--- config.mk ---
export PLATFORM = sky130hd
export DESIGN_NAME = pin_change_wake
export DESIGN_NICKNAME = d
export VERILOG_FILES = /design/src/rtl/pcw_pkg.sv /design/src/rtl/pcw_sync.sv /design/src/rtl/pcw_compare.sv /design/src/rtl/pcw_flag.sv /design/src/rtl/pin_change_wake.sv
export SDC_FILE = /design/constraint.sdc
export NUM_CORES = 1
export LEC_CHECK = 0
export BUFFER_PORTS_ARGS = -buffer_cell sky130_fd_sc_hd__buf_2
export CAP_MARGIN = 20
export CORE_ASPECT_RATIO = 0.75
export CORE_MARGIN = 5
export CORE_UTILIZATION = 30
export DETAILED_ROUTE_END_ITERATION = 10
export MAX_ROUTING_LAYER = met4
export PLACE_DENSITY = 0.65
export SLEW_MARGIN = 20
export SYNTH_ARGS = -nofsm -noshare
export SYNTH_HDL_FRONTEND = slang
export SYNTH_SLANG_ARGS = --single-unit
--- constraint.sdc ---
create_clock -name clk -period 1.2 [get_ports clk]
set_input_delay 0.12 -clock clk [delete_from_list [all_inputs] [get_ports clk]]
set_output_delay 0.12 -clock clk [all_outputs]
set_load 0.02 [all_outputs]
--- src/rtl/pcw_pkg.sv ---
package pcw_pkg;
  localparam int unsigned PCW_PORT_W = 8;
  localparam int unsigned PCW_SYNC_N = 2;
  typedef enum logic {RESUME_NEXT = 1'b0, RESUME_VECTOR = 1'b1} resume_e;
endpackage

--- src/rtl/pcw_sync.sv ---
module pcw_sync #(
  parameter int unsigned WIDTH  = 8,
  parameter int unsigned STAGES = 2
) (
  input  logic             clk,
  input  logic             rst_n,
  input  logic [WIDTH-1:0] d_i,
  output logic [WIDTH-1:0] q_o
);
  logic [WIDTH-1:0] stg [STAGES];

  for (genvar s = 0; s < STAGES; s++) begin : g_stage
    if (s == 0) begin : g_first
      always_ff @(posedge clk or negedge rst_n)
        if (!rst_n) stg[s] <= '0;
        else        stg[s] <= d_i;
    end else begin : g_next
      always_ff @(posedge clk or negedge rst_n)
        if (!rst_n) stg[s] <= '0;
        else        stg[s] <= stg[s-1];
    end
  end

  assign q_o = stg[STAGES-1];
endmodule

--- src/rtl/pcw_compare.sv ---
module pcw_compare #(
  parameter int unsigned WIDTH = 8
) (
  input  logic             clk,
  input  logic             rst_n,
  input  logic [WIDTH-1:0] synced_i,
  input  logic [WIDTH-1:0] dir_in_i,
  input  logic             ext_int_sel_i,
  input  logic             port_rd_i,
  output logic             hit_o
);
  logic [WIDTH-1:0] ref_q;
  logic [WIDTH-1:0] mask;
  logic [WIDTH-1:0] diff;

  assign mask  = dir_in_i & ~{{(WIDTH-1){1'b0}}, ext_int_sel_i};
  assign diff  = (synced_i ^ ref_q) & mask;
  assign hit_o = |diff;

  always_ff @(posedge clk or negedge rst_n)
    if (!rst_n)         ref_q <= '0;
    else if (port_rd_i) ref_q <= synced_i;

  assert_ref_load_R6: assert property (@(posedge clk) disable iff (!rst_n)
    ($past(rst_n) && $past(port_rd_i)) |-> ref_q == $past(synced_i));

  assert_ext_pin_R5: assert property (@(posedge clk) disable iff (!rst_n)
    (ext_int_sel_i && ((synced_i[WIDTH-1:1] ^ ref_q[WIDTH-1:1]) & dir_in_i[WIDTH-1:1]) == '0)
      |-> !hit_o);
endmodule

--- src/rtl/pcw_flag.sv ---
module pcw_flag (
  input  logic clk,
  input  logic rst_n,
  input  logic hit_i,
  input  logic clr_i,
  output logic flag_o
);
  always_ff @(posedge clk or negedge rst_n)
    if (!rst_n) flag_o <= 1'b0;
    else        flag_o <= hit_i | (flag_o & ~clr_i);

  assert_set_R3: assert property (@(posedge clk) disable iff (!rst_n)
    hit_i |=> flag_o);
  assert_sticky_R7: assert property (@(posedge clk) disable iff (!rst_n)
    (flag_o && !clr_i) |=> flag_o);
  assert_clear_R7: assert property (@(posedge clk) disable iff (!rst_n)
    (flag_o && clr_i && !hit_i) |=> !flag_o);
endmodule

--- src/rtl/pin_change_wake.sv ---
module pin_change_wake
  import pcw_pkg::*;
#(
  parameter int unsigned PORT_W = PCW_PORT_W,
  parameter int unsigned SYNC_N = PCW_SYNC_N
) (
  input  logic              clk,
  input  logic              rst_n,
  input  logic [PORT_W-1:0] pin_i,
  input  logic [PORT_W-1:0] dir_in_i,
  input  logic              ext_int_sel_i,
  input  logic              port_rd_i,
  input  logic              flag_clr_i,
  input  logic              wake_en_i,
  input  logic              irq_en_i,
  input  logic              gie_i,
  input  logic              sleep_i,
  output logic              chg_flag_o,
  output logic              wake_req_o,
  output logic              irq_req_o,
  output logic              go_vector_o
);
  logic [PORT_W-1:0] synced;
  logic              hit;
  logic              flag;
  resume_e           resume;

  pcw_sync #(.WIDTH(PORT_W), .STAGES(SYNC_N)) u_sync (
    .clk(clk), .rst_n(rst_n), .d_i(pin_i), .q_o(synced));

  pcw_compare #(.WIDTH(PORT_W)) u_cmp (
    .clk(clk), .rst_n(rst_n), .synced_i(synced), .dir_in_i(dir_in_i),
    .ext_int_sel_i(ext_int_sel_i), .port_rd_i(port_rd_i), .hit_o(hit));

  pcw_flag u_flag (
    .clk(clk), .rst_n(rst_n), .hit_i(hit), .clr_i(flag_clr_i), .flag_o(flag));

  assign resume      = (gie_i && irq_en_i) ? RESUME_VECTOR : RESUME_NEXT;
  assign chg_flag_o  = flag;
  assign wake_req_o  = flag & wake_en_i & sleep_i;
  assign irq_req_o   = flag & irq_en_i;
  assign go_vector_o = wake_req_o & (resume == RESUME_VECTOR);

  assert_wake_src_R8: assert property (@(posedge clk) disable iff (!rst_n)
    wake_req_o |-> flag);
  assert_irq_src_R9: assert property (@(posedge clk) disable iff (!rst_n)
    irq_req_o |-> flag);
  assert_vec_R10: assert property (@(posedge clk) disable iff (!rst_n)
    go_vector_o |-> (wake_req_o && gie_i));
  assert_reset_R1: assert property (@(posedge clk)
    !rst_n |-> !chg_flag_o);
endmodule

After elaboration in Yosys (flattened, before gate mapping) --
Cells that the tools add are included.
Word-level totals: register bits after elaboration 25, bits of input ports 25, output and inout port bits 4, word-level logic and storage cells 18
Operators by class: mux-type cells 1, bitwise gates (word level) 11, reductions and logical operators 2
Operator list (number):
- 8-bit AND | 2
- 1-bit inverter with 8-bit output | 1
- 8-bit OR reduction | 1
- 8-bit XOR | 1
- 1-bit AND | 5
- 1-bit logical AND | 1
- 1-bit 2-to-1 mux | 1
- 1-bit inverter | 1
- 1-bit bitwise OR | 1

Logic depth before layout (Yosys ltp) --
Gate-level depths: netlist of the first run.
word-level depth 5, mapped depth 4, mapped depth without buffers 4

Modules after synthesis --
Synthesis of the first run repeated with hierarchy kept, for this count alone.
Second synthesis, totals: cell total of the unflattened synthesis 61, area total of the unflattened synthesis 934.6 um^2
By module, submodules not included:
- pcw_sync | instances 1, cells each 24, area an instance 460.4 um^2, seq. area each 400.4 um^2
- pcw_compare | instances 1, cells each 31, area an instance 412.9 um^2, seq. area each 200.2 um^2
- pcw_flag | instances 1, cells each 3, area an instance 36.3 um^2, seq. area each 25.0 um^2
- pin_change_wake | instances 1, cells each 3, area an instance 25.0 um^2, seq. area each 0.0 um^2

Least setup slack after synthesis of the first run --
OpenSTA, ideal clock, no wires.
path type register to output, start point reg u_flag.flag_o, end point out go_vector_o, arrival 1.057 ns, data required time 1.080 ns, setup slack 0.023 ns, cell stages (with the launch flop) 3, buffers on the path 0, cells stage by stage dfrtp_1 > and3_1 > and3_1
Between the ends: cells in the longest elaborated chain, start to end 3
Ends and longest elaborated chain:
- start: declaration | RTL line pcw_flag.sv:6 | output logic flag_o
- start signal: assignment | RTL line pcw_flag.sv:10 | else flag_o <= hit_i | (flag_o & ~clr_i);
- 1-bit AND (2 in series) | RTL line pin_change_wake.sv:40 | assign wake_req_o = flag & wake_en_i & sleep_i;
- named net wake_req_o | RTL line pin_change_wake.sv:19 | output logic wake_req_o,
- 1-bit AND | RTL line pin_change_wake.sv:42 | assign go_vector_o = wake_req_o & (resume == RESUME_VECTOR);
- end: declaration | RTL line pin_change_wake.sv:21 | output logic go_vector_o
The timed path passes the listed nets, and every way through them passes these cells.

Worst setup path after layout of the first run --
start point reg u_flag.flag_o, end point out go_vector_o
Between the ends: cells in the longest elaborated chain, start to end 3
Ends and longest elaborated chain (RTL line):
- 1-bit AND (2 in series) | pin_change_wake.sv:40
- 1-bit AND | pin_change_wake.sv:42
Every way passes these cells.

==> metrics list, run 1 <==
- STA puts the critical path data required time at 1.08 ns.
- Routability-driven placement finished with a final weighted congestion of 0.711.
- Fill cells in the final layout number 256.
- Count of endpoints failing hold in the final timing report: 0
- TritonCTS built the clock tree.
* Via count of the first global-routing pass: 613
- Maximum Capacitance Violations: 0
- The number of cells on the worst reg-to-reg path is 4.
- The most critical setup path has its startpoint at u_flag.flag_o.
* Count of vias placed by the detailed router: 540
* Worst Setup EP: go_vector_o
- # nets final: 119
* Maximum number of pins on one net before global-route repair: 26
- Cells with a size suffix above 1 make up 47.3% of the layout.
- Dividing the final minimum period by the clock period gives 101%.
* Net count after synthesis: 77
* Total negative setup slack: -0.0112 ns
- In this run the worst path has a maximum fanout of 3.
* Wire length reported by the detailed router: 1.51 mm
- The placed instances occupy a cell area of 1050 µm².
- Highest attainable clock frequency: 826 MHz
- In the global route stage, overall resource usage came out at 8.80%.
- The critical path crosses 3 cells after its start point.
- The first global-routing pass estimated 2.66 mm of wire.
- In this design, the critical path's most frequently occurring cell is sky130_fd_sc_hd__and3_4.
- Core region area: 2680 µm²
* Worst Setup End Kind: output port
- Post-synth cell types: 12
- CTS built an H-tree with a depth of 1.
- Detail-routed net length per standard cell: 11.7 µm
- Residual overflow from global routing: 0
- Before CTS, the worst setup slack after placement is 0.0359 ns.
* Avg Cell Area, Syn: 16.7 µm²
- Sequential fraction of the synthesis area: 72.3%
- Together, buffers and inverters on the worst path number 1.
- Final setup violation count: 1
- The finished cells cover 1210 µm².
- In this run the clock root is driven by a sky130_fd_sc_hd__clkbuf_8.
* Effective utilization at floorplan: 32.3%
* Number of port buffers: 28
- Cells fill 45.0% of the core in the end.
- Setup ws final: -0.0112 ns
- Setup repair after global routing could not meet its margin everywhere.
- Once detail routing completed, the nets flagged for antenna violations numbered 0.
- Counting flops and latches in the post-synthesis netlist gives 25.
- The worst pin sits at a relative slew slack of 64.2%.
- Row generation in the floorplan step produced 16 rows.
- The flow ran to the end, but the final reports show violations.
- Hold Worst Slack: 0.0810 ns
- Maximum buffer depth of the clock tree: 2
* Synth warnings: 0
- Clock buffer count from CTS: 3
- Antenna violations before repair: 0
- Worst path max stage delay: 0.37 ns
* Chip Height: 56.5 µm
- Nature of the critical path startpoint: register
- Measured slew at the worst slew-check pin: 0.536 ns
- Area of combinational cells with multiple inputs: 245 µm²
* Hold/Removal Path Class: in2reg
* Register area: 626 µm²
- For this run, design rule violations remaining after detail routing come to 0.
- In this run the critical register-to-register path is launched from u_sync.q_o[5].
- Clock transition time at the flip-flop clock pins of the worst setup and hold paths: 0.08 ns
- For this design the static power due to leakage is 0.562 nW.
- The mapped netlist covers 866 µm².
- Die X: 72.0 µm
- Avg Vias per Cell: 4.19
- Area growth from synthesis to layout: 39.3%
- Kind of critical path: reg2out
- IR analysis of the VDD net gives a maximum drop of 941 µV.
- Number of ports placed on the die boundary: 29
- Diode count: 0
* Arrival time of data at the critical path endpoint: 1.09 ns
* Layout Skew: 0.00299 ns
- Die area: 4070 µm²
* Power density normalized to cell area: 1330 nW/µm²
- The first routing iteration left 3 violations.
- Clock network latency to the later pin of the worst-skew pair: 0.26 ns
- Cell count after synthesis: 52
* Cell at the slowest stage of the critical path: sky130_fd_sc_hd__dfrtp_1
- In this run the critical register-to-register path is captured at u_flag.flag_o.
- Failing checks: setup timing
- Before antenna repair, the detailed router went through 4 iterations.
- Traced cell by cell, the critical path runs through and3_4, and3_4, buf_6.
- The tree built by TritonCTS fans out to 25 sinks.
* Final max-slew violation count: 0
* Minimum clock period: 1.21 ns
* FF-to-FF setup slack: 0.06 ns
- On the critical path the largest part of the delay comes from flip-flops.
[state kept, by name (all words and copies together) (netlist names)]
name           cells
u_cmp.ref_q        8
u_flag.flag_o      1
u_sync.q_o         8
u_sync.stg         8
[cell type report]
type | instances | area share (%)
clock buffer | 3 | 3.42
clock inverter | 1 | 0.415
multi-input combinational | 26 | 20.3
sequential | 25 | 51.9
tap | 36 | 3.73
timing repair buffer | 38 | 20.2
[per-stage QoR]
stage               cells  power [W]
global placement      115    0.00111
CTS                   128    0.00163
detailed placement    115    0.00112
finish                129    0.00160
floorplan              52    0.00104
global route          129    0.00170
[worst reg2reg max path, stage by stage (launching register included)]
cell and delay [ns]:
sky130_fd_sc_hd__dfrtp_1 0.39, sky130_fd_sc_hd__xor2_1 0.16, sky130_fd_sc_hd__a22o_1 0.21, sky130_fd_sc_hd__a221oi_2 0.17, sky130_fd_sc_hd__nand3_1 0.09
[worst min path at each step]
| stage | start | to | slack (ns) | depth (start not counted) |
|---|---|---|---|---|
| 2_1_floorplan | rst_n | u_cmp.ref_q[0] | -0.18 | 0 |
| 3_3_place_gp | rst_n | u_sync.stg[13] | 0.13 | 1 |
| 3_5_place_dp | rst_n | u_sync.stg[11] | 0.14 | 1 |
| 4_1_cts | dir_in_i[4] | u_flag.flag_o | 0.08 | 3 |
| 5_1_grt | dir_in_i[7] | u_flag.flag_o | 0.08 | 3 |
| 6_report | dir_in_i[7] | u_flag.flag_o | 0.08 | 3 |
[Yosys cell counts]
library cell | n | area, µm²
sky130_fd_sc_hd__dfrtp_1 | 25 | 626
sky130_fd_sc_hd__buf_2 | 1 | 5.00
sky130_fd_sc_hd__xor2_1 | 8 | 70.1
sky130_fd_sc_hd__a221oi_2 | 1 | 15.0
sky130_fd_sc_hd__nor2b_1 | 2 | 12.5
sky130_fd_sc_hd__a21oi_1 | 1 | 5.00
sky130_fd_sc_hd__mux2_2 | 8 | 90.1
sky130_fd_sc_hd__nand3_1 | 1 | 5.00
sky130_fd_sc_hd__and3_1 | 2 | 12.5
sky130_fd_sc_hd__a22o_1 | 1 | 8.76
sky130_fd_sc_hd__a222oi_1 | 1 | 10.0
sky130_fd_sc_hd__and2_1 | 1 | 6.26
[metal layers]
metal	wire (µm)	track usage, %	up-vias
li1	-	-	257
met1	630	9.96	256
met2	714	13.5	23
met3	133	3.74	4
met4	30	4.02	0
met5	0	-	-
[power by group]
part           internal, W  switching (W)  total, W  leakage, nW
registers         0.000898      0.0000298  0.000928        0.289
clock network     0.000232       0.000244  0.000475       0.0255
logic             0.000117      0.0000816  0.000199        0.247
total              0.00125       0.000355   0.00160        0.562
[cell usage in the layout, fill, tap and decap left out, types with 2 or more instances in the layout]
cell type | Yosys | final
sky130_fd_sc_hd__mux2_2 | 8 | 8
sky130_fd_sc_hd__buf_2 | 1 | 27
sky130_fd_sc_hd__xor2_1 | 8 | 8
sky130_fd_sc_hd__dfrtp_1 | 25 | 25
sky130_fd_sc_hd__dlygate4sd3_1 | 0 | 9
sky130_fd_sc_hd__clkbuf_8 | 0 | 3
sky130_fd_sc_hd__and3_4 | 0 | 2
sky130_fd_sc_hd__nor2b_1 | 2 | 2
[cell families after synthesis]
family | share of synthesized area (%)
flip-flops | 72.3
buffers and inverters | 0.577
XOR/XNOR | 8.09
AO/OA/AOI/OAI | 4.48
multiplexers | 10.4
AND/OR/NAND/NOR | 4.19
[repair_timing]
action,in CTS,in global routing
resized for setup,4,0
pin swaps,2,4
endpoints found under the hold margin,33,0
endpoints found under the setup margin,1,2
hold buffers,9,0
setup buffers,0,1
Power figures use the tool's default switching activity.
==> run 2, diff against run 1 <==
--- a/config.mk
+++ b/config.mk
@@ -5,6 +5,7 @@
 export SDC_FILE = /design/constraint.sdc
 export NUM_CORES = 1
 export LEC_CHECK = 0
+export ABC_CLOCK_PERIOD_IN_PS = 1200
 export BUFFER_PORTS_ARGS = -buffer_cell sky130_fd_sc_hd__buf_2
 export CAP_MARGIN = 20
 export CORE_ASPECT_RATIO = 0.75
@@ -12,7 +13,6 @@
 export CORE_UTILIZATION = 30
 export DETAILED_ROUTE_END_ITERATION = 10
 export MAX_ROUTING_LAYER = met4
-export PLACE_DENSITY = 0.65
 export SLEW_MARGIN = 20
 export SYNTH_ARGS = -nofsm -noshare
 export SYNTH_HDL_FRONTEND = slang
==> run 2 against run 1 <==
- the run now ends clean
- first-iteration DRC count rose to 5.7 times the previous value
- sequential cell count unchanged
- design area up 0.41%
- via count up 1.7%
- fmax up 2.3%
- cell count unchanged
- largest power group unchanged
- highest routed layer unchanged
==> metrics list, run 2 (synthesis gave the netlist of run 1 again) <==
- Antenna violations before repair: 0
- Cell at the slowest stage of the critical path: sky130_fd_sc_hd__dfrtp_1
* Kind of critical path: reg2out
* Number of violations reported at the end of detailed-routing iteration 0: 17
* Number of ports placed on the die boundary: 29
- Core region area: 2680 µm²
* Worst Setup End Kind: output port
* Cell mode on critical path: sky130_fd_sc_hd__and3_4
- After floorplanning, the core was divided into 16 placement rows.
- The critical path goes through and3_4, and3_4, buf_6.
- Across every metal layer, demand over resource in global routing totals 8.43%.
- Utilization of the core after routing: 45.1%
- The number of global-route vias before repair came to 605.
- For the worst setup path, the data arrival time is 1.06 ns.
* Worst vdd rail ir drop: 913 µV
- Max-slew headroom at the worst pin: 63.8%
- Clock buffer count from CTS: 3
- Clock tree from TritonCTS: done
* Final max-slew violation count: 0
* Effective utilization at floorplan: 32.3%
- Measured slew at the worst slew-check pin: 0.543 ns
* Static Leakage: 0.561 nW
- Critical path fanouts, max: 2
* Clock transition time at the flip-flop clock pins of the worst setup and hold paths: 0.08 ns
- Crit share post-route: 98.7%
- For this run, the post-layout net count is 119.
* Clock network latency to the later pin of the worst-skew pair: 0.26 ns
* Highest attainable clock frequency: 844 MHz
* Minimum clock period: 1.18 ns
* Maximum Capacitance Violations: 0
* Final setup violation count: 0
- Chip Height: 56.5 µm
- DRT Pass-1 Iters: 5
- The final route contains 549 vias.
- The number of antenna diodes in the final layout is 0.
* Total number of H-tree levels: 1
* Detail-routed net length per standard cell: 11.2 µm
* Count of endpoints failing hold in the final timing report: 0
- The worst setup path is launched from a register.
- Wire length reported by the detailed router: 1.45 mm
* Number of port buffers: 28
- Area growth from synthesis to layout: 39.9%
* Routability-driven placement congestion ratio: 0.661
- For this run, the slowest stage of the critical path takes 0.35 ns.
* Die X: 72.0 µm
- Hold Worst Slack: 0.0865 ns
- Final antenna-violating net count: 0
- RSZ-0062 raised after global routing: true
* Number of clock sinks: 25
* Post-layout total power: 0.00159 W
- The min-delay analysis places its worst path in the category in2reg.
- Global-route wire length before repair: 2.49 mm
- The run finished with clean final reports.
* Count of unresolved DRC violations after routing: 0
- In this run the deepest clock path goes through 2 buffers.
- The tree is rooted in a sky130_fd_sc_hd__clkbuf_8.
- Die area: 4070 µm²
- Leading cell type in the layout, fill and taps excluded: sky130_fd_sc_hd__buf_2
* Power density normalized to cell area: 1310 nW/µm²
- Entering global routing, the biggest net connects 26 pins.
- After filler insertion, the fill cell instance count of the layout stands at 261.
- Highest-count cells in the layout ignoring fill and taps: sky130_fd_sc_hd__buf_2 (26), sky130_fd_sc_hd__dfrtp_1 (25), sky130_fd_sc_hd__dlygate4sd3_1 (9), sky130_fd_sc_hd__xor2_1 (8), sky130_fd_sc_hd__mux2_2 (8)
- Layout Skew: 0.00257 ns
* Avg Vias per Cell: 4.26
* Residual overflow from global routing: 0
- Cells with a size suffix above 1 make up 46.2% of the layout.
- Endpoint required time on the critical path: 1.08 ns
## run 2: cell count changes in the layout (fill, tap and decap cells not counted), sizes merged
cell    delta
clkinv     -1
clkbuf     +1
## run 2: timing repair
action                                 4_1_cts  5_1_grt
gates cloned                                 0        0
endpoints found under the hold margin       33        0
hold buffers                                 9        0
pin swaps                                    1        2
gates resized for setup                      2        4
setup endpoints to repair                    1        3
buffers inserted                             1        0
## run 2: stage by stage
step | setup WS [ns] | cells | instance area (µm²) | TNS, ns
after global placement | 0.0432 | 115 | 1050 | 0
final | 0.0158 | 129 | 1210 | 0
after global routing | -0.0501 | 129 | 1210 | -0.109
after floorplan | 0.0233 | 52 | 866 | 0
after detailed placement | 0.0375 | 115 | 1050 | 0
after CTS | 0.00263 | 129 | 1190 | 0
## run 2: per-layer routing
layer  GRT usage (%)  part of all wire [%]
met1            8.66                    41
met2            13.7                    48
met3            3.74                   9.3
met4            4.02                   1.2
met5               -                     0
## run 2: report_power, final
group	internal, W	leakage [nW]	switching (W)	total (W)
clock network	0.000236	0.0228	0.000225	0.000461
registers	0.000899	0.289	0.0000290	0.000928
logic	0.000121	0.249	0.0000824	0.000203
## run 2: layout make-up
class                           instances  area [µm²]  area share (%)
Sequential cell                        25         626            51.7
Timing Repair Buffer                   38         250            20.7
Multi-Input combinational cell         26         245            20.2
Clock buffer                            4        45.0            3.72
Tap cell                               36        45.0            3.72
## run 2: worst max-delay path, delay by kind of cell, from the launching register on
kind / cells / cell delay, ns
buf+inv: 1 / 0.11
simple gates: 2 / 0.35
flops: 1 / 0.35
## run 2: final timing paths
check | startpoint | endpoint | slack (ns) | cells past startpoint
setup / recovery | u_flag.flag_o | go_vector_o | 0.02 | 3
hold / removal | dir_in_i[7] | u_flag.flag_o | 0.09 | 3
setup reg to reg | u_cmp.ref_q[5] | u_flag.flag_o | 0.06 | 4
hold reg to reg | u_sync.stg[9] | u_sync.q_o[1] | 0.35 | 0
max in group asynchronous | rst_n | u_sync.stg[13] | 0.46 | 2
min in group asynchronous | rst_n | u_sync.q_o[2] | 0.38 | 2
==> run 3, diff against run 2 <==
--- a/config.mk
+++ b/config.mk
@@ -10,10 +10,11 @@
 export CAP_MARGIN = 20
 export CORE_ASPECT_RATIO = 0.75
 export CORE_MARGIN = 5
-export CORE_UTILIZATION = 30
+export CORE_UTILIZATION = 43
 export DETAILED_ROUTE_END_ITERATION = 10
 export MAX_ROUTING_LAYER = met4
-export SLEW_MARGIN = 20
+export PLACE_DENSITY = 0.72
 export SYNTH_ARGS = -nofsm -noshare
 export SYNTH_HDL_FRONTEND = slang
+export SYNTH_HIERARCHICAL = 1
 export SYNTH_SLANG_ARGS = --single-unit
==> run 3 against run 2 <==
- the run now ends with setup timing left
- count of clock-buffer cells in the layout is the same
- setup slack lost 0.080 ns
- design area shrank 2.6%
- sequential share of layout area grew 1.4 points
- cell count shrank 8.5%
- sequential cell count is the same
- combinational power is essentially flat
- critical endpoint unchanged
==> metrics list, run 3 <==
- Flip-flop and latch count after synthesis: 25
- The mapped netlist covers 935 µm².
* Wire length reported by the detailed router: 1.46 mm
* Leading cell types by count after synthesis: sky130_fd_sc_hd__dfrtp_1 (25), sky130_fd_sc_hd__buf_4 (8), sky130_fd_sc_hd__mux2_2 (8), sky130_fd_sc_hd__xor2_1 (8), sky130_fd_sc_hd__a22oi_1 (3)
* Final antenna-violating net count: 0
- The longest clock path from root to sink contains 2 buffers.
- Synth warnings: 6
- Met2 track demand over resource: 18.4%
- Highest attainable clock frequency: 791 MHz
- Global-route wire length before repair: 2.68 mm
- The number of cells on the worst reg-to-reg path is 4.
* Count of flip-flops with a built-in enable after synthesis: 0
- For hold timing, the worst endpoint is u_flag/flag_o.
* Final setup violation count: 2
- In this run the tool buffered the top-level ports with 28 buffer cells.
- The flow ran to the end, but the final reports show violations.
- Area fraction of the dominant cell type after synthesis: 66.9%
- Final max-slew violation count: 0
- Each instance of the synthesized netlist takes up on average 15.3 µm².
* Ranking of synthesized cells by area: sky130_fd_sc_hd__dfrtp_1 (67%), sky130_fd_sc_hd__mux2_2 (9.6%), sky130_fd_sc_hd__xor2_1 (7.5%)
- Summed over all cells, the static leakage comes to 0.561 nW.
- Beginning of the worst hold path: flag_clr_i
- Most Crowded Layer GR: met2
* Clock network fraction of total power: 23.5%
- In this design, the critical path's most frequently occurring cell is sky130_fd_sc_hd__and3_4.
- Along the worst path, the maximum fanout reaches 2.
- For flop-to-flop paths, the worst setup slack is 0.04 ns.
- The critical path in this run is classified as reg2out.
* Filler Cell Count: 189
- CTS built an H-tree with a depth of 1.
* Residual overflow from global routing: 0
- Clock skew on the completed layout was measured at 0.00308 ns.
* Switching part of the total: 22.3%
- Utilization of the core after routing: 58.1%
* Leading cell type in the layout, fill and taps excluded: sky130_fd_sc_hd__buf_2
- Entering global routing, the biggest net connects 26 pins.
- After layout, the minimum clock period comes to 1.26 ns.
- Via count of the first global-routing pass: 605
- At the later pin of the worst-skew pair, clock insertion delay measures 0.30 ns.
- Clock tree from TritonCTS: done
- The largest total area in the synthesized netlist belongs to sky130_fd_sc_hd__dfrtp_1.
- For the worst setup path, the data arrival time is 1.14 ns.
- STA classifies the critical path startpoint as a register.
- Count of unresolved DRC violations after routing: 0
- Failing checks: setup timing
* Max-slew headroom at the worst pin: 65.3%
- Buffer and inverter count on the worst path: 1
- Internal power contribution: 0.00115 W
- Number of clock sinks: 25
* Sequential fraction of the synthesis area: 66.9%
- Cell at the root of the clock tree: sky130_fd_sc_hd__clkbuf_4
* Worst path max stage delay: 0.38 ns
- Worst vdd rail ir drop: 850 µV
- For this run, the leading register cell type out of synthesis is sky130_fd_sc_hd__dfrtp_1.
* Met1 usage: 12.3%
- The die is 63.8 µm wide.
- Across all setup checks in the final design, the least slack found is -0.0645 ns.
* Highest-count cells in the layout ignoring fill and taps: sky130_fd_sc_hd__buf_2 (26), sky130_fd_sc_hd__dfrtp_1 (25), sky130_fd_sc_hd__dlygate4sd3_1 (9), sky130_fd_sc_hd__xor2_1 (8), sky130_fd_sc_hd__mux2_2 (8)
- The number of nets handed over by synthesis was 86.
- The critical path goes through and3_4, and3_4, buf_6.
- Cell count after synthesis: 61
* Antenna violations before repair: 0
* Hold/Removal Path Class: in2reg
- The first routing iteration left 9 violations.
- After floorplanning, the core was divided into 14 placement rows.
- Per report_power, the sequential group accounts for 62.8% of the total.
- Clock buffer count from CTS: 3
* Routability-driven placement congestion ratio: 0.634
* Area growth from synthesis to layout: 26.2%
* Hold depth: 3
- Measured slew at the worst slew-check pin: 0.520 ns
- In this run, distinct cell masters in the synthesized netlist total 13.
- Count of endpoints failing hold in the final timing report: 0
- The worst register-to-register path ends at u_flag/flag_o.
* # nets final: 120
- DRT Pass-1 Iters: 2
- After clock tree synthesis, the clock-pin slew on the worst setup and hold paths is 0.12 ns.
- Dividing the detail-routed via count by the number of cells gives 4.58.
- Maximum Capacitance Violations: 0
- For this run, global-route usage on met3 was measured as 5.58%.
- Reg-to-reg critical path startpoint: u_sync/q_o[7]
- Dividing total power by cell area gives a power density of 1250 nW/µm².
* Count of vias placed by the detailed router: 540
* Most used standard cell by instance count after synthesis: sky130_fd_sc_hd__dfrtp_1
- Of the cells placed in the final design, the portion with a size suffix greater than 1 is 46.8%.
- In this run the standard cell core region covers 2030 µm².
- The floorplan step defined a die boundary enclosing 3220 µm².
* Worst Setup End Kind: output port
- For this run, the total global-route usage over all layers was measured as 11.0%.
* Effective utilization at floorplan: 46.0%
- Diode count: 0
- Of all flip-flops after synthesis, the portion carrying an async set or reset was 100%.
- The slowest stage of the critical path is the sky130_fd_sc_hd__dfrtp_1 cell.
- RSZ-0062 raised after global routing: true
- Combinational logic burns 13.7% of the power.
* Gate family responsible for the most delay along the worst path: flip-flops
- Total negative setup slack: -0.127 ns
- For this design the total switching power over the nets is 0.000330 W.
* Endpoint required time on the critical path: 1.08 ns
- The worst path uses 105% of the clock period.
- After detailed routing, the average wire length per cell comes to 12.4 µm.
- Measured along the y axis, the die boundary spans 50.4 µm.
- 29 I/O pins were placed.
-- run 3: changes by cell type in the layout (fill, tap and decap cells not counted), moves of 2 or more --
cell | previous run | this run
sky130_fd_sc_hd__clkbuf_4 | 0 | 3
sky130_fd_sc_hd__clkbuf_8 | 3 | 0
sky130_fd_sc_hd__a22oi_1 | 0 | 2
sky130_fd_sc_hd__inv_1 | 0 | 2
sky130_fd_sc_hd__nor2b_1 | 2 | 0
-- run 3: power by group through the flow --
stage / clock network (W) / logic, W / registers [W]
4_1_cts: 0.000368 / 0.000205 / 0.000930
3_5_place_dp: 0 / 0.000168 / 0.000947
6_report: 0.000347 / 0.000202 / 0.000929
3_3_place_gp: 0 / 0.000164 / 0.000944
5_1_grt: 0.000412 / 0.000225 / 0.000937
2_1_floorplan: 0 / 0.000115 / 0.000939
-- run 3: through the flow --
stage                     instances  total power [W]  area, µm²  setup WS (ns)  hold slack (ns)
final                           118          0.00148       1180        -0.0645           0.0906
after global routing            118          0.00157       1180         -0.152           0.0805
after CTS                       118          0.00150       1180        -0.0911           0.0790
after detailed placement        104          0.00111       1030        0.00540            0.132
after global placement          104          0.00111       1030         0.0433            0.127
after floorplan                  61          0.00105        935         0.0729           -0.176
-- run 3: per-layer routing --
layer | vias to the layer above | wire [µm]
met1 | 253 | 609
met5 | - | 0
met3 | 0 | 156
li1 | 263 | -
met4 | 0 | 0
met2 | 24 | 693
-- run 3: final cells by class --
cell class                 instances  area, µm²  area share [%]
sequential                        25        626            53.0
clock buffer                       4       26.3            2.23
multi-input combinational         25        240            20.4
timing repair buffer              38        250            21.2
inverter                           2       7.51           0.636
tap                               24       30.0            2.55
-- run 3: cells by family after synthesis --
group	synth area share, %
muxes	9.64
and+or+nand+nor	3.35
buffers and inverters	8.43
xor gates and xnor gates	7.50
AOI/OAI and AO/OA	4.15
DFF	66.9
-- run 3: worst max path at each step --
stage,startpoint,endpoint,slack [ns],cells after the start
6_report,u_flag/flag_o,go_vector_o,-0.06,3
5_1_grt,u_flag/flag_o,go_vector_o,-0.15,3
4_1_cts,u_flag/flag_o,go_vector_o,-0.09,3
3_5_place_dp,u_cmp/ref_q[5],u_flag/flag_o,0.005,4
3_3_place_gp,u_cmp/ref_q[5],u_flag/flag_o,0.04,4
2_1_floorplan,u_sync/q_o[0],u_flag/flag_o,0.07,5
-- run 3: what timing repair did --
action,CTS,global route
pin swaps,3,3
endpoints found under the hold margin,33,0
gates resized for setup,6,0
setup endpoints to repair,3,4
buffers inserted,1,0
hold buffers,9,0
cloned,0,0
-- run 3: worst register-to-register path, delay by kind of cell (launching register included) --
family                    cells  cell delay, ns
AOI/OAI and AO/OA             2            0.39
xor gates and xnor gates      1            0.16
DFF                           1            0.40
and+or+nand+nor               1            0.11
